**src/rtl/seq_lock_pkg.sv**
```systemverilog
package seq_lock_pkg;

    typedef enum logic [1:0] {
        LK_IDLE = 2'b00,
        LK_GOT1 = 2'b01,
        LK_GOT2 = 2'b10,
        LK_OPEN = 2'b11
    } lock_st_e;

    typedef struct packed {
        lock_st_e st;
    } lock_regs_t;

    localparam lock_regs_t LOCK_RESET = '{st: LK_IDLE};

endpackage

```
**src/rtl/seq_lock_match.sv**
```systemverilog
// Compares one offered digit against a fixed code value, qualified by the strobe.
module seq_lock_match #(
    parameter int unsigned DIGIT_W = 4,
    parameter int unsigned VALUE   = 0
) (
    input  logic               vld,
    input  logic [DIGIT_W-1:0] digit,
    output logic               hit
);
    localparam logic [DIGIT_W-1:0] VAL_C = DIGIT_W'(VALUE);

    always_comb begin
        hit = vld && (digit == VAL_C);
    end
endmodule

```
**src/rtl/seq_lock_next.sv**
```systemverilog
// Next position of the sequence tracker.
module seq_lock_next
    import seq_lock_pkg::*;
(
    input  lock_st_e   st,
    input  logic       vld,
    input  logic [2:0] hit,   // [0] first code, [1] second code, [2] third code
    output lock_st_e   st_nx
);
    always_comb begin
        st_nx = st;
        if (vld) begin
            unique case (st)
                LK_IDLE: st_nx = hit[0] ? LK_GOT1 : LK_IDLE;
                LK_GOT1: begin
                    if (hit[1])      st_nx = LK_GOT2;
                    else if (hit[0]) st_nx = LK_GOT1;
                    else             st_nx = LK_IDLE;
                end
                LK_GOT2: begin
                    if (hit[2])      st_nx = LK_OPEN;
                    else if (hit[0]) st_nx = LK_GOT1;
                    else             st_nx = LK_IDLE;
                end
                LK_OPEN: st_nx = LK_OPEN;
                default: st_nx = LK_IDLE;
            endcase
        end
    end
endmodule

```
**src/rtl/seq_lock_out.sv**
```systemverilog
// Mealy output decode.
module seq_lock_out
    import seq_lock_pkg::*;
(
    input  lock_st_e st,
    input  logic     last_hit,
    output logic     open_o
);
    always_comb begin
        open_o = (st == LK_OPEN) || ((st == LK_GOT2) && last_hit);
    end
endmodule

```
**src/rtl/seq_lock.sv**
```systemverilog
module seq_lock
    import seq_lock_pkg::*;
#(
    parameter int unsigned DIGIT_W = 4,
    parameter int unsigned CODE0   = 3,
    parameter int unsigned CODE1   = 8,
    parameter int unsigned CODE2   = 4
) (
    input  logic               clk,
    input  logic               rst,
    input  logic               digit_vld,
    input  logic [DIGIT_W-1:0] digit,
    output logic               unlock
);
    localparam int unsigned N_CODES = 3;
    localparam int unsigned CODES [N_CODES] = '{CODE0, CODE1, CODE2};

    lock_regs_t regs_d, regs_q;
    logic [N_CODES-1:0] hit;
    lock_st_e st_nx;

    for (genvar g = 0; g < N_CODES; g++) begin : g_match
        seq_lock_match #(.DIGIT_W(DIGIT_W), .VALUE(CODES[g])) u_match (
            .vld   (digit_vld),
            .digit (digit),
            .hit   (hit[g])
        );
    end

    seq_lock_next u_next (
        .st    (regs_q.st),
        .vld   (digit_vld),
        .hit   (hit),
        .st_nx (st_nx)
    );

    seq_lock_out u_out (
        .st       (regs_q.st),
        .last_hit (hit[N_CODES-1]),
        .open_o   (unlock)
    );

    always_comb begin
        regs_d    = regs_q;
        regs_d.st = st_nx;
        if (rst) regs_d = LOCK_RESET;
    end

    always_ff @(posedge clk) begin
        regs_q <= regs_d;
    end
endmodule

```
**config.mk**
```make
export PLATFORM = sky130hd
export DESIGN_NAME = seq_lock
export DESIGN_NICKNAME = d
export VERILOG_FILES = /design/src/rtl/seq_lock_pkg.sv /design/src/rtl/seq_lock_match.sv /design/src/rtl/seq_lock_next.sv /design/src/rtl/seq_lock_out.sv /design/src/rtl/seq_lock.sv
export SDC_FILE = /design/constraint.sdc
export NUM_CORES = 1
export LEC_CHECK = 0
export ABC_AREA = 1
export BUFFER_PORTS_ARGS = -buffer_cell sky130_fd_sc_hd__buf_2
export CORE_AREA = 8 8 45 47
export CTS_CLUSTER_DIAMETER = 80
export DETAILED_ROUTE_END_ITERATION = 7
export DIE_AREA = 0 0 53 55
export HOLD_SLACK_MARGIN = 0.02
export SYNTH_ARGS = -nofsm -noshare
export SYNTH_HDL_FRONTEND = slang
export SYNTH_HIERARCHICAL = 1
export SYNTH_SLANG_ARGS = --single-unit
```
**constraint.sdc**
```tcl
create_clock -name clk -period 1 [get_ports clk]
set_input_delay 0.1 -clock clk [delete_from_list [all_inputs] [get_ports clk]]
set_output_delay 0.1 -clock clk [all_outputs]
set_load 0.005 [all_outputs]
```
==> qor.tcl, run 1 <==
set qor(fraction_of_met1_tracks_used_by_global_routing_pct) 3.93
set qor(fillCellCount) 167
set qor(cts_sinks) 2
set qor(synth_top_flop_cell) {dfxtp_1}
set qor(first_global_vias) 217
set qor(cts_inserted_buffers) 3
set qor(gpl.final_weighted_congestion) 0.652
set qor(worst_path_max_delay_cell) {dfxtp_1}
set qor(syn-cell-area_um2) 205
set qor(num_rows) 14
set qor(slew-limit-headroom_pct) 88.5
set qor(final_util_pct) 20.5
set qor(largestRegisters) {regs_q (2)}
set qor(post_synth_top_area_share_pct) 25.6
set qor(cp_slowest_stage_delay_ps) 370
set qor(number_of_flip_flops_in_the_largest_register) 2
set qor(timing_worst_slew_pin_value_ps) 173
set qor(synth_seq_cells) 2
set qor(yosysWarnings) 6
set qor(yosys.cell_count.top_type) {inv_1}
set qor(timing.setup.critical_path_class) {reg -> out}
set qor(cp.required_ps) 900
set qor(critical_path.endpoint_type) {primary output}
set qor(first_iter_violations) 5
set qor(ys_top_cells_by_area) {inv_1, dfxtp_1, nor2_1}
set qor(setup.reg_to_reg.worst_slack_ps) 160
set qor(path_max_fanout) 4
set qor(postCtsSetupBuffers) 0
set qor(total_leakage_power_nw) 0.169
set qor(setup_viol_count_final) 0
set qor(registers.top_by_ff_count) {regs_q}
set qor(drcViolationCount) 0
set qor(io_pins) 8
set qor(cts_tree) {done}
set qor(timing_hold_violations_final) 0
set qor(h-tree-depth) 1
set qor(power.total_mw) 0.297
set qor(fp.dieArea_um2) 2920
set qor(pin_count_of_the_biggest_net_entering_global_routing) 6
set qor(largest_family_of_logic_cells_by_synthesized_area) {simple AND/OR/NAND/NOR gates}
set qor(finalNetCount) 60
set qor(critical-path-top-delay-family) {flip-flops}
set qor(postRouteAntennaNets) 0
set qor(synth_adder_area_share_pct) 0
set qor(met3_usage_pct) 3.48
set qor(wire_length_of_the_first_global_routing_pass_um) 800
set qor(multiplexer_share_of_the_synthesized_area_pct) 0
set qor(setup-tns-final_ps) 0
set qor(antennaDiodeCount) 0
set qor(wl_per_cell_um) 6.84
set qor(clock_skew_ps) 1.77
set qor(crit-reg2reg-capture) {regs_q[0]}
set qor(clock_latency_on_the_worst_skew_pair_ps) 220
set qor(synth.cells.most_frequent) {inv_1, nor2_1, nand2_1}
set qor(final_layout_size_suffix_gt1_share_pct) 29.4
set qor(net_count_synth) 48
set qor(groute.usage.overall_pct) 3.87
set qor(run_status) {finished, final reports clean}
set qor(die_width_um) 53
set qor(cellPowerDensity_nw_per_um2) 1040
set qor(crit_path_start_kind) {flop}
set qor(finalMaxSlewViolations) 0
set qor(netlist.top_cell.by_area) {inv_1}
set qor(area_growth_pct) 38.4
set qor(synth_async_sr_flop_share_pct) 0
set qor(grt_antenna_before_repair) 0
set qor(dp_hpwl_um) 380
set qor(floorplan.die.height_um) 55
set qor(synth_compound_gate_area_share_pct) 4.88
set qor(synth_simple_gate_area_share_pct) 50.0
set qor(grt_setup_unrepaired) {no}
set qor(crit_arrival_ps) 840
set qor(groute.layer.met2.usage_pct) 5.08
set qor(cts.clk_slew.worst_paths_ps) 30
set qor(hold_buf_count_cts) 0
set qor(seq_total_area_yosys_pct) 19.5
set qor(syn_avg_cell_area_um2) 5.00
set qor(timing.max_cap.violations) 0
set qor(syn-instance-count) 41
set qor(min_period_ps) 936
set qor(num_vias) 238
set qor(yosys.area_share.xor_xnor_pct) 0
set qor(rr_worst_depth) 6
set qor(vdd_ir_drop_max_uv) 398
set qor(vias_per_cell) 3.55
set qor(post_cts.resized_instances) 0
set qor(drt_first_pass_iters) 4
set qor(critical_path.cell_chain) {inv_1, nor2_1, buf_2}
set qor(clockRootBuffer) {clkbuf_4}
set qor(cts.path.max_buffers) 2
set qor(synth.lib_cells_used.distinct) 9
set qor(gr-max-usage-layer) {met2}
set qor(grt_overflow_total) 0
set qor(cp.buffers_inverters) 2
set qor(crit-reg2reg-launch) {regs_q[0]}
set qor(hold_path_depth) 2
set qor(hold_path_class) {in -> reg}
set qor(totalWireLength_um) 458
set qor(final.period_utilization_pct) 93.6
set qor(number_of_synthesized_flops_with_an_enable_pin) 0
set qor(initial_utilization_pct) 14.8
set qor(place.port_buffers) 7
set qor(worst_hold_path.endpoint) {regs_q[0]}
set qor(timing.hold.worst.start) {rst}
set qor(coreArea_um2) 1380
set qor(achievable-frequency_mhz) 1070
==> where the power goes <==
part / switching [mW] / leakage, nW / total [mW] / internal [mW]
registers: 0.000451 / 0.0166 / 0.0813 / 0.0808
clock network: 0.0445 / 0.0138 / 0.177 / 0.132
logic: 0.0217 / 0.139 / 0.0386 / 0.0169
==> placed cells by master (no fill, tap or decap), drive strengths merged <==
cell    instances
dfxtp           2
buf             7
nand2           9
nor2           11
inv            14
o21ai           2
clkbuf          3
nand3           3
==> through the flow <==
| step | hold slack, ps | worst slack, ps | area, µm² | cells |
|---|---|---|---|---|
| 2_1_floorplan | 171 | 202 | 205 | 41 |
| 3_3_place_gp | 275 | 70.9 | 260 | 64 |
| 3_5_place_dp | 276 | 61.3 | 260 | 64 |
| 4_1_cts | 38.3 | 21.0 | 283 | 67 |
| 5_1_grt | 38.3 | 13.9 | 284 | 67 |
| 6_report | 40.3 | 64.5 | 284 | 67 |
==> metal layers <==
layer / part of all wire [%] / wire length [µm] / vias to the layer above
met5: 0 / 0 / -
met4: 0 / 0 / 0
met3: 8.1 / 37 / 0
met2: 44 / 201 / 5
met1: 48 / 220 / 99
li1: - / - / 134
==> cell families after synthesis <==
family / Yosys count
and+or+nand+nor: 23
DFF: 2
AOI/OAI and AO/OA: 2
buffers and inverters: 14
==> worst register-to-register path, delay by kind of cell, from the launching register on <==
family | cells | cell delay (ps)
flip-flops | 1 | 330
AND/OR/NAND/NOR | 4 | 200
AO/OA/AOI/OAI | 1 | 160
buffers and inverters | 1 | 50
==> cell type report <==
type	instances	area, µm²	share of cell area (%)
multi-input cells	25	113	39.6
well taps	16	20.0	7.05
inverters	14	52.6	18.5
repair buffers	7	35.0	12.3
clock buffers	3	22.5	7.93
flip-flops and latches	2	41.3	14.5
==> how the worst max path moves through the flow <==
| stage | from | end | slack [ps] | cells past startpoint |
|---|---|---|---|---|
| after global routing | regs_q[1] | unlock | 10 | 3 |
| final | regs_q[1] | unlock | 60 | 3 |
| after floorplan | regs_q[0] | regs_q[0] | 200 | 7 |
| after CTS | regs_q[0] | unlock | 20 | 3 |
| after global placement | digit[0] | regs_q[0] | 70 | 11 |
| after detailed placement | digit[0] | regs_q[0] | 60 | 11 |
(Power assumes the default switching activity.)
==> run 2: changes to the inputs <==
--- a/config.mk
+++ b/config.mk
@@ -14,5 +14,4 @@
 export HOLD_SLACK_MARGIN = 0.02
 export SYNTH_ARGS = -nofsm -noshare
 export SYNTH_HDL_FRONTEND = slang
-export SYNTH_HIERARCHICAL = 1
 export SYNTH_SLANG_ARGS = --single-unit
==> constraint.sdc (replaced) <==
create_clock -name clk -period 0.85 [get_ports clk]
set_input_delay 0.085 -clock clk [delete_from_list [all_inputs] [get_ports clk]]
set_output_delay 0.085 -clock clk [all_outputs]
set_load 0.005 [all_outputs]
==> run 2 against run 1 <==
The run now ends with negative setup slack left. Worst hold slack better by 64 ps. Combinational power up 46%. Synthesized cell count shrank 41%. Total power up 24%. Setup slack lost 230 ps. Routed wire length up 6.3%. Sequential power is 28% higher.
==> qor.tcl, run 2 <==
set qor(run_status) {complete, but fails checks} ;# was finished, final reports clean
set qor(failed_checks) {negative setup slack}
set qor(synth_async_sr_flop_share_pct) 0 ;# unchanged
set qor(fp.dieArea_um2) 2920 ;# unchanged
set qor(critical_path.endpoint_type) {primary output} ;# unchanged
set qor(synth_seq_cells) 2 ;# unchanged
set qor(drcViolationCount) 0 ;# unchanged
set qor(achievable-frequency_mhz) 988
set qor(syn-instance-count) 24 ;# was 41
set qor(vias_per_cell) 3.85 ;# was 3.55
set qor(final.period_utilization_pct) 119
set qor(first_iter_violations) 5 ;# unchanged
set qor(cp-endpoint) {unlock} ;# unchanged
set qor(timing.setup.critical_path_class) {reg -> out} ;# unchanged
set qor(cts_inserted_buffers) 3 ;# unchanged
set qor(total_leakage_power_nw) 0.143 ;# was 0.169 nW
set qor(syn_avg_cell_area_um2) 6.15 ;# was 5.00 µm²
set qor(power.total_mw) 0.367 ;# was 0.297 mW
set qor(first_global_vias) 165 ;# was 217
set qor(vdd_ir_drop_max_uv) 667 ;# was 398 µV
set qor(cp.required_ps) 760 ;# was 900 ps
set qor(switchingPower_mw) 0.0848 ;# was 0.0667 mW
set qor(number_of_flip_flops_in_the_largest_register) 2 ;# unchanged
set qor(synth.lib_cells_used.distinct) 11 ;# was 9
set qor(area_growth_pct) 85.6 ;# was 38.4%
set qor(num_vias) 204 ;# was 238
set qor(synth_top_flop_cell) {dfxtp_1} ;# unchanged
set qor(initial_utilization_pct) 10.7 ;# was 14.8%
set qor(totalWireLength_um) 487 ;# was 458 µm
set qor(power_frac_seq_pct) 28.4 ;# was 27.4%
set qor(grt_overflow_total) 0 ;# unchanged
set qor(final_layout_size_suffix_gt1_share_pct) 64.9 ;# was 29.4%
set qor(finalNetCount) 46 ;# was 60
set qor(netlist.top_cell.by_area) {dfxtp_1} ;# was inv_1
set qor(place.port_buffers) 7 ;# unchanged
set qor(place_inst) 47 ;# was 64
set qor(fin_hold_ws_ps) 104 ;# was 40.3 ps
set qor(final_util_pct) 19.8 ;# was 20.5%
set qor(detail_route_met2_wl_um) 219 ;# was 201 µm
set qor(finalMaxSlewViolations) 0 ;# unchanged
set qor(cts_sinks) 2 ;# unchanged
set qor(wl_per_cell_um) 9.19 ;# was 6.84 µm
set qor(leading_cell_type_in_the_layout_fill_and_taps_excluded) {buf_2} ;# was inv_1
set qor(clockRootBuffer) {clkbuf_4} ;# unchanged
set qor(post_synth_top_area_share_pct) 27.1 ;# was 25.6%
set qor(crit-reg2reg-launch) {regs_q[1]} ;# was regs_q[0]
set qor(grt_antenna_before_repair) 0 ;# unchanged
set qor(critical_path.startpoint) {regs_q[0]} ;# was regs_q[1]
set qor(gpl.final_weighted_congestion) 0.662 ;# was 0.652
set qor(hold_buf_count_cts) 0 ;# unchanged
set qor(wire_length_of_the_first_global_routing_pass_um) 634 ;# was 800 µm
set qor(cts.path.max_buffers) 2 ;# unchanged
set qor(net_count_synth) 31 ;# was 48
set qor(syn-cell-area_um2) 148 ;# was 205 µm²
set qor(cts.clk_slew.worst_paths_ps) 30 ;# about the same
set qor(worst_path_max_delay_cell) {dfxtp_2} ;# was dfxtp_1
set qor(fillCellCount) 152 ;# was 167
set qor(grt_setup_unrepaired) {yes} ;# was no
set qor(slew-limit-headroom_pct) 91.6 ;# was 88.5%
set qor(yosysWarnings) 0 ;# was 6
set qor(groute.usage.overall_pct) 3.27 ;# was 3.87%
set qor(setup.reg_to_reg.worst_slack_ps) -140 ;# was 160 ps
set qor(crit_arrival_ps) 930 ;# was 840 ps
set qor(critical-path-top-delay-family) {flip-flops} ;# unchanged
set qor(rr_worst_depth) 7 ;# was 6
set qor(clock_latency_on_the_worst_skew_pair_ps) 220 ;# about the same
set qor(drt_first_pass_iters) 4 ;# unchanged
set qor(number_of_synthesized_flops_with_an_enable_pin) 0 ;# unchanged
set qor(path_max_fanout) 4 ;# unchanged
set qor(cts_tree) {done} ;# unchanged
set qor(registers.top_by_ff_count) {regs_q} ;# unchanged
set qor(wl_met1_um) 216 ;# was 220 µm
set qor(postRouteAntennaNets) 0 ;# unchanged
set qor(min_period_ps) 1010
set qor(critical_path_cell_count) 4 ;# was 3
set qor(area_after_dpl_um2) 203 ;# was 260 µm²
set qor(critical_path.cell_chain) {nor2_2, nand3_2, nand2_1, buf_2} ;# was inv_1, nor2_1, buf_2
set qor(cp_slowest_stage_delay_ps) 340 ;# was 370 ps
set qor(setup_viol_count_final) 2 ;# was 0
set qor(p_sw_share_pct) 23.1 ;# was 22.5%
set qor(die_width_um) 53 ;# unchanged
set qor(num_rows) 14 ;# unchanged
set qor(crit-reg2reg-capture) {regs_q[1]} ;# was regs_q[0]
set qor(ys_top_cells_by_area) {dfxtp_1, nor2_1, nand3_1} ;# was inv_1, dfxtp_1, nor2_1
set qor(seq_total_area_yosys_pct) 27.1 ;# was 19.5%
set qor(largestRegisters) {regs_q (2)} ;# unchanged
set qor(cp.buffers_inverters) 1 ;# was 2
set qor(top_sig_layer) {met4} ;# was met3
set qor(clock_skew_ps) 3.34 ;# was 1.77 ps
set qor(pin_count_of_the_biggest_net_entering_global_routing) 7 ;# was 6
set qor(yosys.cell_count.top_type) {nor2_1} ;# was inv_1
set qor(crit_path_start_kind) {flop} ;# unchanged
set qor(h-tree-depth) 1 ;# unchanged
set qor(io_pins) 8 ;# unchanged
set qor(combinationalPowerShare_pct) 15.4 ;# was 13.0%
set qor(post-route-worst-setup-slack_ps) -162 ;# was 64.5 ps
set qor(p_int_mw) 0.282 ;# was 0.230 mW
set qor(timing.max_cap.violations) 0 ;# unchanged
set qor(layout.cells.non_filler) 53 ;# was 67
set qor(cellPowerDensity_nw_per_um2) 1340 ;# was 1040 nW/µm²
set qor(timing_worst_slew_pin_value_ps) 125 ;# was 173 ps
set qor(hold_path_class) {in -> reg} ;# unchanged
set qor(antennaDiodeCount) 0 ;# unchanged
set qor(mostFrequentLayoutCells) {buf_2, nor2_1, nand2_1, nor2_2, clkbuf_4} ;# was inv_1, nor2_1, nand2_1
set qor(synth.cells.most_frequent) {nor2_1, nand2_1, nand3_1} ;# was inv_1, nor2_1, nand2_1
set qor(timing_hold_violations_final) 0 ;# unchanged
set qor(finalInstanceArea_um2) 274 ;# was 284 µm²
set qor(floorplan.die.height_um) 55 ;# unchanged
set qor(pwr-share-clk_pct) 56.2 ;# was 59.6%
set qor(met3RoutedLength_um) 38 ;# was 37 µm
set qor(coreArea_um2) 1380 ;# unchanged
run 2: changes by cell type after synthesis:
| cell | change |
|---|---|
| nor3b_1 | +1 |
| nand4_1 | +1 |
| nor2_1 | -3 |
| nand3_1 | +1 |
| inv_1 | -12 |
| a21oi_1 | +1 |
| o21ai_0 | -2 |
| or2_2 | +1 |
| nand2_1 | -4 |
| nand2_2 | -1 |
run 2: timing repair:
action                                  4_1_cts  5_1_grt
setup buffers                                 2        1
endpoints found under the hold margin         0        0
resized for setup                             3        6
pin swaps                                     3        7
endpoints found under the setup margin        2        3
run 2: power by group through the flow:
stage	registers [mW]	logic [mW]	clock network (mW)
floorplan	0.102	0.0219	0
global placement	0.103	0.0454	0
detailed placement	0.103	0.0467	0
CTS	0.102	0.0503	0.216
global route	0.104	0.0630	0.232
finish	0.104	0.0563	0.206
run 2: worst reg2reg max path, stage by stage, from the launching register on:
cell     delay [ps]
dfxtp_2         310
inv_2            60
buf_4           100
buf_6            80
nand3_2          50
nor3b_2         180
nor2_1           50
nor2_1           90
run 2: metrics by stage:
| stage | setup slack (ps) | setup TNS (ps) |
|---|---|---|
| 2_1_floorplan | 44.9 | 0 |
| 3_3_place_gp | -4.55 | -5.51 |
| 3_5_place_dp | -15.0 | -23.5 |
| 4_1_cts | -194 | -261 |
| 5_1_grt | -230 | -481 |
| 6_report | -162 | -306 |
run 2: final cells by class:
| type | instances | area, µm² | share of cell area, % |
|---|---|---|---|
| timing repair buffer | 10 | 61.3 | 22.4 |
| clock buffer | 3 | 22.5 | 8.22 |
| multi-input combinational | 20 | 120 | 43.8 |
| tap | 16 | 20.0 | 7.31 |
| inverter | 2 | 7.51 | 2.74 |
| sequential | 2 | 42.5 | 15.5 |
run 2: cells by family (layout without fill, tap and decap cells):
| family | count (synthesis) | count (layout) | synth area share (%) |
|---|---|---|---|
| and+or+nand+nor | 19 | 19 | 64.4 |
| DFF | 2 | 2 | 27.1 |
| buffers and inverters | 2 | 15 | 5.09 |
| AOI/OAI and AO/OA | 1 | 1 | 3.39 |
run 2: per-layer routing:
layer	up-vias	GRT usage, %
met3	2	2.94
li1	106	-
met2	7	3.52
met5	-	0
met4	0	3.88
met1	89	3.33
run 2: worst min-delay path by stage:
stage	start	end	cells after the start
2_1_floorplan	rst	regs_q[0]	3
3_3_place_gp	rst	regs_q[0]	4
3_5_place_dp	rst	regs_q[0]	4
4_1_cts	rst	regs_q[1]	3
5_1_grt	rst	regs_q[1]	3
6_report	rst	regs_q[0]	4
